===== config.mk =====
export PLATFORM = sky130hd
export DESIGN_NAME = serial_rx_fe
export DESIGN_NICKNAME = d
export VERILOG_FILES = /design/src/rtl/serial_rx_pkg.sv /design/src/rtl/serial_rx_sync.sv /design/src/rtl/serial_rx_sampler.sv /design/src/rtl/serial_rx_framer.sv /design/src/rtl/serial_rx_fe.sv
export SDC_FILE = /design/constraint.sdc
export NUM_CORES = 1
export LEC_CHECK = 0
export ABC_AREA = 0
export BUFFER_PORTS_ARGS = -buffer_cell sky130_fd_sc_hd__buf_4
export CAP_MARGIN = 0
export CORE_MARGIN = 8
export CORE_UTILIZATION = 30
export CTS_BUF_LIST = sky130_fd_sc_hd__clkbuf_4 sky130_fd_sc_hd__clkbuf_8
export DETAILED_ROUTE_END_ITERATION = 10
export GPL_ROUTABILITY_DRIVEN = 0
export MAX_ROUTING_LAYER = met4
export PLACE_DENSITY = 0.59
export SLEW_MARGIN = 25
export SYNTH_ARGS = -nofsm -noshare
export SYNTH_HDL_FRONTEND = slang
export SYNTH_SLANG_ARGS = --single-unit

===== constraint.sdc =====
create_clock -name clk -period 1.9 [get_ports clk]
set_clock_uncertainty 0.2 [all_clocks]
set_input_delay 0.285 -clock clk [delete_from_list [all_inputs] [get_ports clk]]
set_output_delay 0.285 -clock clk [all_outputs]
set_load 0.02 [all_outputs]

===== src/rtl/serial_rx_pkg.sv =====
package serial_rx_pkg;
   typedef enum logic [2:0] {
      ST_IDLE,
      ST_START,
      ST_DATA,
      ST_NINTH,
      ST_STOP
   } rx_state_e;

   localparam int unsigned B_MODE_HI = 7;
   localparam int unsigned B_MODE_LO = 6;
   localparam int unsigned B_FILT    = 5;
   localparam int unsigned B_REN     = 4;
   localparam int unsigned B_TX9     = 3;
   localparam int unsigned B_RX9     = 2;
   localparam int unsigned B_TXF     = 1;
   localparam int unsigned B_RXF     = 0;
endpackage


===== src/rtl/serial_rx_sync.sv =====
module serial_rx_sync #(
   parameter int STAGES = 2
) (
   input  logic clk,
   input  logic rst_n,
   input  logic d,
   output logic q
);
   generate
      if (STAGES == 0) begin : g_bypass
         assign q = d;
      end else begin : g_chain
         logic [STAGES-1:0] sr;
         always_ff @(posedge clk or negedge rst_n) begin
            if (!rst_n) sr <= '1;
            else        sr <= (sr << 1) | STAGES'(d);
         end
         assign q = sr[STAGES-1];
      end
   endgenerate
endmodule


===== src/rtl/serial_rx_sampler.sv =====
module serial_rx_sampler #(
   parameter int OVS = 16
) (
   input  logic clk,
   input  logic rst_n,
   input  logic tick,
   input  logic busy,
   input  logic start,
   input  logic din,
   output logic mid_stb,
   output logic mid_bit
);
   localparam int CW = $clog2(OVS);
   localparam logic [CW-1:0] S0   = CW'(OVS/2 - 1);
   localparam logic [CW-1:0] S1   = CW'(OVS/2);
   localparam logic [CW-1:0] S2   = CW'(OVS/2 + 1);
   localparam logic [CW-1:0] LAST = CW'(OVS - 1);

   logic [CW-1:0] cnt;
   logic [1:0]    early;

   always_ff @(posedge clk or negedge rst_n) begin
      if (!rst_n) begin
         cnt   <= '0;
         early <= '0;
      end else if (start) begin
         cnt <= CW'(1);
      end else if (!busy) begin
         cnt <= '0;
      end else if (tick) begin
         cnt <= (cnt == LAST) ? '0 : cnt + 1'b1;
         if (cnt == S0) early[0] <= din;
         if (cnt == S1) early[1] <= din;
      end
   end

   assign mid_stb = busy && tick && (cnt == S2);
   assign mid_bit = (early[0] & early[1]) | (early[0] & din) | (early[1] & din);
endmodule


===== src/rtl/serial_rx_framer.sv =====
module serial_rx_framer
   import serial_rx_pkg::*;
#(
   parameter int DW = 8
) (
   input  logic          clk,
   input  logic          rst_n,
   input  logic          tick,
   input  logic          din,
   input  logic          armed,
   input  logic          nine_in,
   input  logic          mid_stb,
   input  logic          mid_bit,
   output logic          busy,
   output logic          start,
   output logic [DW-1:0] data,
   output logic          nine_q,
   output logic          nbit_q,
   output logic          ev_ninth,
   output logic          ev_stop
);
   localparam int IW = $clog2(DW);
   localparam logic [IW-1:0] LAST_IDX = IW'(DW - 1);

   rx_state_e     st;
   logic [IW-1:0] idx;
   logic          last_din;

   assign busy     = (st != ST_IDLE);
   assign start    = (st == ST_IDLE) && armed && tick && last_din && !din;
   assign ev_ninth = mid_stb && (st == ST_NINTH);
   assign ev_stop  = mid_stb && (st == ST_STOP);

   always_ff @(posedge clk or negedge rst_n) begin
      if (!rst_n) begin
         st       <= ST_IDLE;
         idx      <= '0;
         data     <= '0;
         nine_q   <= 1'b0;
         nbit_q   <= 1'b0;
         last_din <= 1'b1;
      end else begin
         if (tick) last_din <= din;
         if (start) begin
            st     <= ST_START;
            nine_q <= nine_in;
         end else if (mid_stb) begin
            unique case (st)
               ST_START: begin
                  st  <= mid_bit ? ST_IDLE : ST_DATA;
                  idx <= '0;
               end
               ST_DATA: begin
                  data <= {mid_bit, data[DW-1:1]};
                  idx  <= idx + 1'b1;
                  if (idx == LAST_IDX) st <= nine_q ? ST_NINTH : ST_STOP;
               end
               ST_NINTH: begin
                  nbit_q <= mid_bit;
                  st     <= ST_STOP;
               end
               ST_STOP:  st <= ST_IDLE;
               default:  st <= ST_IDLE;
            endcase
         end
      end
   end
endmodule


===== src/rtl/serial_rx_fe.sv =====
module serial_rx_fe
   import serial_rx_pkg::*;
#(
   parameter int OVS         = 16,
   parameter int DW          = 8,
   parameter int SYNC_STAGES = 2
) (
   input  logic          clk,
   input  logic          rst_n,
   input  logic          os_tick,
   input  logic          rxd,
   input  logic          err_view,
   input  logic          reg_we,
   input  logic [7:0]    reg_wdata,
   output logic [7:0]    reg_rdata,
   output logic [DW-1:0] rx_byte,
   output logic          rx_done,
   output logic          frame_err
);
   if (OVS < 4) begin : g_bad_ovs
      $error("serial_rx_fe: OVS must be at least 4");
   end
   if (DW < 2) begin : g_bad_dw
      $error("serial_rx_fe: DW must be at least 2");
   end
   if (SYNC_STAGES < 0) begin : g_bad_sync
      $error("serial_rx_fe: SYNC_STAGES must not be negative");
   end

   logic          din, busy, start, mid_stb, mid_bit;
   logic          nine_q, nbit_q, ev_ninth, ev_stop;
   logic [DW-1:0] data;

   logic mode_hi_q, mode_lo_q, err_q, filt_q, ren_q, tx9_q, rx9_q, txf_q, rxf_q;
   logic [DW-1:0] buf_q;

   logic armed, take, tag_bit, accept, bad_stop;

   serial_rx_sync #(.STAGES(SYNC_STAGES)) u_sync (
      .clk(clk), .rst_n(rst_n), .d(rxd), .q(din)
   );

   serial_rx_sampler #(.OVS(OVS)) u_sampler (
      .clk(clk), .rst_n(rst_n), .tick(os_tick), .busy(busy), .start(start),
      .din(din), .mid_stb(mid_stb), .mid_bit(mid_bit)
   );

   serial_rx_framer #(.DW(DW)) u_framer (
      .clk(clk), .rst_n(rst_n), .tick(os_tick), .din(din), .armed(armed),
      .nine_in(mode_hi_q), .mid_stb(mid_stb), .mid_bit(mid_bit),
      .busy(busy), .start(start), .data(data), .nine_q(nine_q),
      .nbit_q(nbit_q), .ev_ninth(ev_ninth), .ev_stop(ev_stop)
   );

   assign armed    = ren_q && (mode_hi_q || mode_lo_q);
   assign take     = (nine_q && !err_view) ? ev_ninth : ev_stop;
   assign tag_bit  = (nine_q && !err_view) ? mid_bit : nbit_q;
   assign accept   = take && !rxf_q && (!(nine_q && filt_q) || tag_bit);
   assign bad_stop = ev_stop && !mid_bit;

   always_ff @(posedge clk or negedge rst_n) begin
      if (!rst_n) begin
         mode_hi_q <= 1'b0; mode_lo_q <= 1'b0; err_q <= 1'b0;
         filt_q    <= 1'b0; ren_q     <= 1'b0; tx9_q <= 1'b0;
         rx9_q     <= 1'b0; txf_q     <= 1'b0; rxf_q <= 1'b0;
         buf_q     <= '0;
      end else begin
         if (reg_we) begin
            if (err_view) err_q     <= reg_wdata[B_MODE_HI];
            else          mode_hi_q <= reg_wdata[B_MODE_HI];
            mode_lo_q <= reg_wdata[B_MODE_LO];
            filt_q    <= reg_wdata[B_FILT];
            ren_q     <= reg_wdata[B_REN];
            tx9_q     <= reg_wdata[B_TX9];
            rx9_q     <= reg_wdata[B_RX9];
            txf_q     <= reg_wdata[B_TXF];
            rxf_q     <= reg_wdata[B_RXF];
         end
         if (accept) begin
            buf_q <= data;
            rxf_q <= 1'b1;
            if (nine_q) rx9_q <= tag_bit;
         end
         if (bad_stop) err_q <= 1'b1;
      end
   end

   always_comb begin
      reg_rdata            = '0;
      reg_rdata[B_MODE_HI] = err_view ? err_q : mode_hi_q;
      reg_rdata[B_MODE_LO] = mode_lo_q;
      reg_rdata[B_FILT]    = filt_q;
      reg_rdata[B_REN]     = ren_q;
      reg_rdata[B_TX9]     = tx9_q;
      reg_rdata[B_RX9]     = rx9_q;
      reg_rdata[B_TXF]     = txf_q;
      reg_rdata[B_RXF]     = rxf_q;
   end

   assign rx_byte   = buf_q;
   assign rx_done   = rxf_q;
   assign frame_err = err_q;
endmodule


# After elaboration in Yosys (flattened, before gate mapping)
# Index checks and enable logic that the tools add are counted.
dict set report word_totals {
  wordCells 99
  register_bits 42
  output_inout_bits 18
}
dict set report classes {
  reduce_logical 36
  mux 22
  n_bitwise 8
  n_eq_ne 11
  n_addsub 2
}
# op n
set ops {}
lappend ops {{$mux W4} 4}
lappend ops {{$logic_and A1 B1 Y1} 14}
lappend ops {{$eq A4 B4 Y1 const B} 3}
lappend ops {{$mux W3} 4}
lappend ops {{$mux W1} 11}
lappend ops {{$reduce_bool A2 Y1} 5}
lappend ops {{$pmux W3 S3} 1}
lappend ops {{$reduce_and A3 Y1} 3}
lappend ops {{$reduce_and A4 Y1} 2}
lappend ops {{$eq A3 B2 Y1 const B} 2}
lappend ops {{$eq A3 B3 Y1 const B} 2}
lappend ops {{$pmux W3 S2} 1}
lappend ops {{$reduce_and A2 Y1} 3}
lappend ops {{$logic_not A1 Y1} 5}
lappend ops {{$add A4 B1 Y4 const B} 1}
lappend ops {{$eq A4 B3 Y1 const B} 1}
lappend ops {{$add A3 B1 Y3 const B} 1}
lappend ops {{$and A1 B1 Y1} 3}
lappend ops {{$eq A3 B1 Y1 const B} 1}
lappend ops {{$logic_not A3 Y1} 1}
lappend ops {{$ne A3 B2 Y1 const B} 1}
lappend ops {{$ne A3 B3 Y1 const B} 1}
lappend ops {{$reduce_bool A3 Y1} 1}
lappend ops {{$logic_or A1 B1 Y1} 2}
lappend ops {{other kinds (4)} 6}

# Longest topological paths before layout
dict set report depth {
  word_depth 8
  mapped_depth 6
}

# Cells and area by module
# A second synthesis with hierarchy kept.
dict set report hier_totals {
  cells_unflattened 156
  hier_area_um2 2044.5
}
# mod area_per_inst_um2 cells_per_inst n_inst seq_area_each_um2
set modules_own_cells {}
lappend modules_own_cells {serial_rx_fe 839.6 59 1 425.4}
lappend modules_own_cells {serial_rx_framer 802.0 61 1 426.7}
lappend modules_own_cells {serial_rx_sampler 350.3 34 1 150.1}
lappend modules_own_cells {serial_rx_sync 52.6 2 1 52.6}

# Worst setup path after synthesis
# No wires, ideal clock.
dict set report synth_timing {
  kind {reg-to-reg}
  start {register u_sampler.early[0]}
  end {register buf_q[0] (netlist: rx_byte[0])}
  setup_time_ns 0.125
  slack_ns -0.061
  stages_incl_launch_ff 5
  required_time_ns 1.575
  arrival_time_ns 1.637
  n_path_buf 0
  cell_sequence {dfrtp_1 > maj3_2 > mux2_2 > o211ai_4 > mux2_2}
}
dict set report synth_via {
  elab_chain_cells 6
  elab_cells_between_ends 7
  cone_classes {mux: 1; bitwise: 4; reduce/logical: 2}
}
# element line
set synth_rtl {}
lappend synth_rtl {{start: declaration} serial_rx_sampler.sv:20} ;# logic [1:0] early;
lappend synth_rtl {{start signal: assignment} serial_rx_sampler.sv:32} ;# if (cnt == S0) early[0] <= din;
lappend synth_rtl {{$and A1 B1 Y1} serial_rx_sampler.sv:38} ;# assign mid_bit = (early[0] & early[1]) | (early[0] & din) | (early[1] & din);
lappend synth_rtl {{$or A1 B1 Y1 * (2 in series)} serial_rx_sampler.sv:38}
lappend synth_rtl {{$mux W1 *} serial_rx_fe.sv:57} ;# assign tag_bit = (nine_q && !err_view) ? mid_bit : nbit_q;
lappend synth_rtl {{$logic_or A1 B1 Y1 *} serial_rx_fe.sv:58} ;# assign accept = take && !rxf_q && (!(nine_q && filt_q) || tag_bit);
lappend synth_rtl {{$logic_and A1 B1 Y1 *} serial_rx_fe.sv:58}
lappend synth_rtl {{end signal: assignment} serial_rx_fe.sv:80} ;# buf_q <= data;
lappend synth_rtl {{end: declaration} serial_rx_fe.sv:35} ;# logic [DW-1:0] buf_q;
# Every way passes the cells marked *; elsewhere a longest branch is shown, timed or not.
# A chain may end at the register's enable or synchronous reset.

# Final worst setup path
dict set report layout_timing {
  start {register u_sampler.early[0]}
  end {register u_framer.st[1]}
}
dict set report layout_via {
  elab_chain_cells 7
  elab_cells_between_ends 8
  cone_classes {mux: 4; bitwise: 4}
}
# element line
set layout_rtl {}
lappend layout_rtl {{$and A1 B1 Y1} serial_rx_sampler.sv:38}
lappend layout_rtl {{$or A1 B1 Y1 * (2 in series)} serial_rx_sampler.sv:38}
lappend layout_rtl {{$mux W2 *} serial_rx_framer.sv:50} ;# st <= mid_bit ? ST_IDLE : ST_DATA;
lappend layout_rtl {{$pmux W3 S3 *} serial_rx_framer.sv:48} ;# unique case (st)
lappend layout_rtl {{$mux W3 *} serial_rx_framer.sv:47} ;# end else if (mid_stb) begin
lappend layout_rtl {{$mux W3 *} serial_rx_framer.sv:44} ;# if (start) begin
lappend layout_rtl {{end signal: assignment} serial_rx_framer.sv:50}
lappend layout_rtl {{end signal: assignment} serial_rx_framer.sv:56} ;# if (idx == LAST_IDX) st <= nine_q ? ST_NINTH : ST_STOP;
lappend layout_rtl {{end: declaration} serial_rx_framer.sv:25} ;# rx_state_e st;
# Every way passes the cells marked *; elsewhere a longest branch is shown, timed or not. The select of a mux whose other input is x is not followed.

==> impl_metrics.json <==
{
  "worstPathRequired_ps": 1920,
  "leakage_nw": 1.283,
  "synth_top_area_cell": "dfrtp_1",
  "ir_drop_mv": 0.2756,
  "antenna_cells": 0,
  "hpwl_mm": 2.913,
  "ant_nets": 0,
  "std_cell_rows": 30,
  "ys_seq_area_frac": 0.5246,
  "port_buffers": 31,
  "crit_path_end_kind": "flop",
  "synthTopCellsByCount": "39 x dfrtp_1, 29 x mux2_2, 10 x nor2_1",
  "avgRoutedWirePerCell_um": 13.70,
  "syn-num-nets": 181,
  "maxSlewHeadroom": 0.6471,
  "clk_latency_ps": 290,
  "syn_avg_cell_area_um2": 12.41,
  "fin_setup_tns_ps": -681.0,
  "cts.reportedPaths.clkPinSlew_ps": 90,
  "initial_utilization": 0.3026,
  "regArea_mm2": 0.001055,
  "cts_buffers": 5,
  "hold_class": "in -> reg",
  "overflow": 0,
  "power_density_mw_per_mm2": 983.8,
  "hold-worst-slack_ps": 17.67,
  "timing_worst_setup_path_type": "reg -> reg",
  "drv_slew": 0,
  "antenna_found_initial": 0,
  "yosysMostFrequentCell": "dfrtp_1",
  "vias_per_cell": 4.751,
  "drive_gt1_frac": 0.5023,
  "rsz0062_at_grt": "yes",
  "dominantRegCellSynth": "dfrtp_1",
  "dieArea_mm2": 0.009578,
  "placedCellCount": 281,
  "synth_edf_count": 0,
  "grt_usage": 0.09115,
  "finalPower_mw": 2.633,
  "htreeDepth": 2,
  "drc": 0,
  "hold_viol_final": 0,
  "ys_ff_latch": 42,
  "cts.sinks": 42,
  "synth.distinct_cells": 38,
  "chipHeight_um": 97.87,
  "synth_cells": 162,
  "setup_viol_count_final": 9,
  "timing.fmax_mhz": 501.9,
  "max_cap_viol_count": 0,
  "fin_crit_ps": 1992,
  "fin_ws_ps": -92.48,
  "failed_checks": "negative setup slack",
  "ioPinCount": 32,
  "multi_input_area_um2": 933.4,
  "status": "finished with violations",
  "first_pass_iters": 4,
  "place_ws_ps": -79.08,
  "wl_mm": 4.069,
  "max-clock-path-buffers": 2,
  "nets": 235,
  "synth_top_area_frac": 0.4854,
  "num-fill-cells": 653,
  "grt_max_degree": 43,
  "cts_tree": "yes",
  "vias": 1411,
  "synthTopCellsByArea": "dfrtp_1 49%, mux2_2 16%, dfstp_2 3.9%",
  "ys_async_sr_fraction": 1.000,
  "critPathMaxFanout": 4,
  "core-area_mm2": 0.006644,
  "synth_area_mm2": 0.002011,
  "area_growth_syn_to_layout_pct": 33.11,
  "dieWidth_um": 97.87,
  "cts_root_buf": "clkbuf_8",
  "worst_slew_pin_slew_ps": 529.4,
  "period_share": 1.049,
  "start_kind": "flop",
  "critical_path_arrival_ps": 2010,
  "ys_warn_count": 0,
  "stdcell_count": 297,
  "grt_pass1_vias": 1416,
  "grt_pass1_wl_mm": 6.948,
  "drt_iter0_markers": 47
}
[critical path, stage by stage, from the launching register on]
cell     delay, ps
dfrtp_1        390
maj3_2         330
buf_4          140
buf_6          110
or4b_2         600
o21ai_1        150
[flip-flops by register name, indices dropped and copies added (netlist names), 2 cells and up]
name / cells
rx_byte: 8
u_framer.idx: 3
u_framer.data: 8
u_sync.g_chain.sr: 2
u_sampler.cnt: 4
u_framer.st: 3
u_sampler.early: 2
[cell type report]
type / count / share of cell area
Clock buffer: 5 / 0.02571
Clock inverter: 3 / 0.007948
Inverter: 2 / 0.002805
Multi-Input combinational cell: 106 / 0.3488
Sequential cell: 42 / 0.3941
Tap cell: 80 / 0.03740
Timing Repair Buffer: 59 / 0.1833
[worst paths after layout]
path                                        end  slack, ps  cells past startpoint            startpoint
max                              u_framer.st[1]        -90                      5    u_sampler.early[0]
min                                      filt_q         20                      2          reg_wdata[5]
max reg2reg                      u_framer.st[1]        -90                      5    u_sampler.early[0]
min reg2reg                u_sync.g_chain.sr[1]        170                      0  u_sync.g_chain.sr[0]
max in group asynchronous  u_sync.g_chain.sr[1]        810                      2                 rst_n
min in group asynchronous       u_framer.idx[1]        300                      2                 rst_n
[per-stage QoR]
stage | util | instance area (um^2)
after floorplan | - | 2017
after global placement | 0.3691 | 2452
after detailed placement | 0.3691 | 2452
after CTS | 0.3891 | 2585
after global routing | 0.4028 | 2676
final | 0.4028 | 2676
[timing repair]
item / CTS / global route
resized for setup: 2 / 16
hold endpoints to repair: 41 / 0
buffers inserted: 0 / 5
hold buffers: 3 / 0
endpoints found under the setup margin: 13 / 24
pin swaps: 1 / 4
[cell families after synthesis]
family | count (synthesis) | share of synthesized area
adder cells (fa/ha/maj) | 6 | 0.03671
buffers and inverters | 14 | 0.03982
AND/OR/NAND/NOR | 44 | 0.1245
XOR/XNOR | 1 | 0.004357
flip-flops | 42 | 0.5246
AO/OA/AOI/OAI | 20 | 0.07591
multiplexers | 35 | 0.1941
[layer usage]
layer | track usage | vias up | share of wire
met5 | - | - | 0
met4 | 0.03957 | 0 | 0.015
met3 | 0.03343 | 6 | 0.058
met2 | 0.1328 | 34 | 0.47
met1 | 0.1104 | 683 | 0.45
li1 | - | 688 | -
[layout by cell type, fill, tap and decap left out, types with 3 or more instances in the layout]
cell type and count:
buf_6 4, dlygate4sd3_1 3, mux2i_1 5, mux2_2 26, ha_1 4, dfstp_2 3
nand2_1 9, o21ai_1 3, nor2b_1 4, nor2_1 8, mux2_4 3, a21oi_1 3
dfrtp_1 39, clkbuf_8 5, nand3_1 5, buf_4 50, o2bb2ai_1 3
[where the power goes]
group / switching, mW / internal (mW) / total [mW]
Clock: 0.326 / 0.258 / 0.584
Combinational: 0.446 / 0.507 / 0.953
Sequential: 0.0898 / 1.01 / 1.10
Total: 0.862 / 1.77 / 2.63
(Power assumes the default switching activity.)
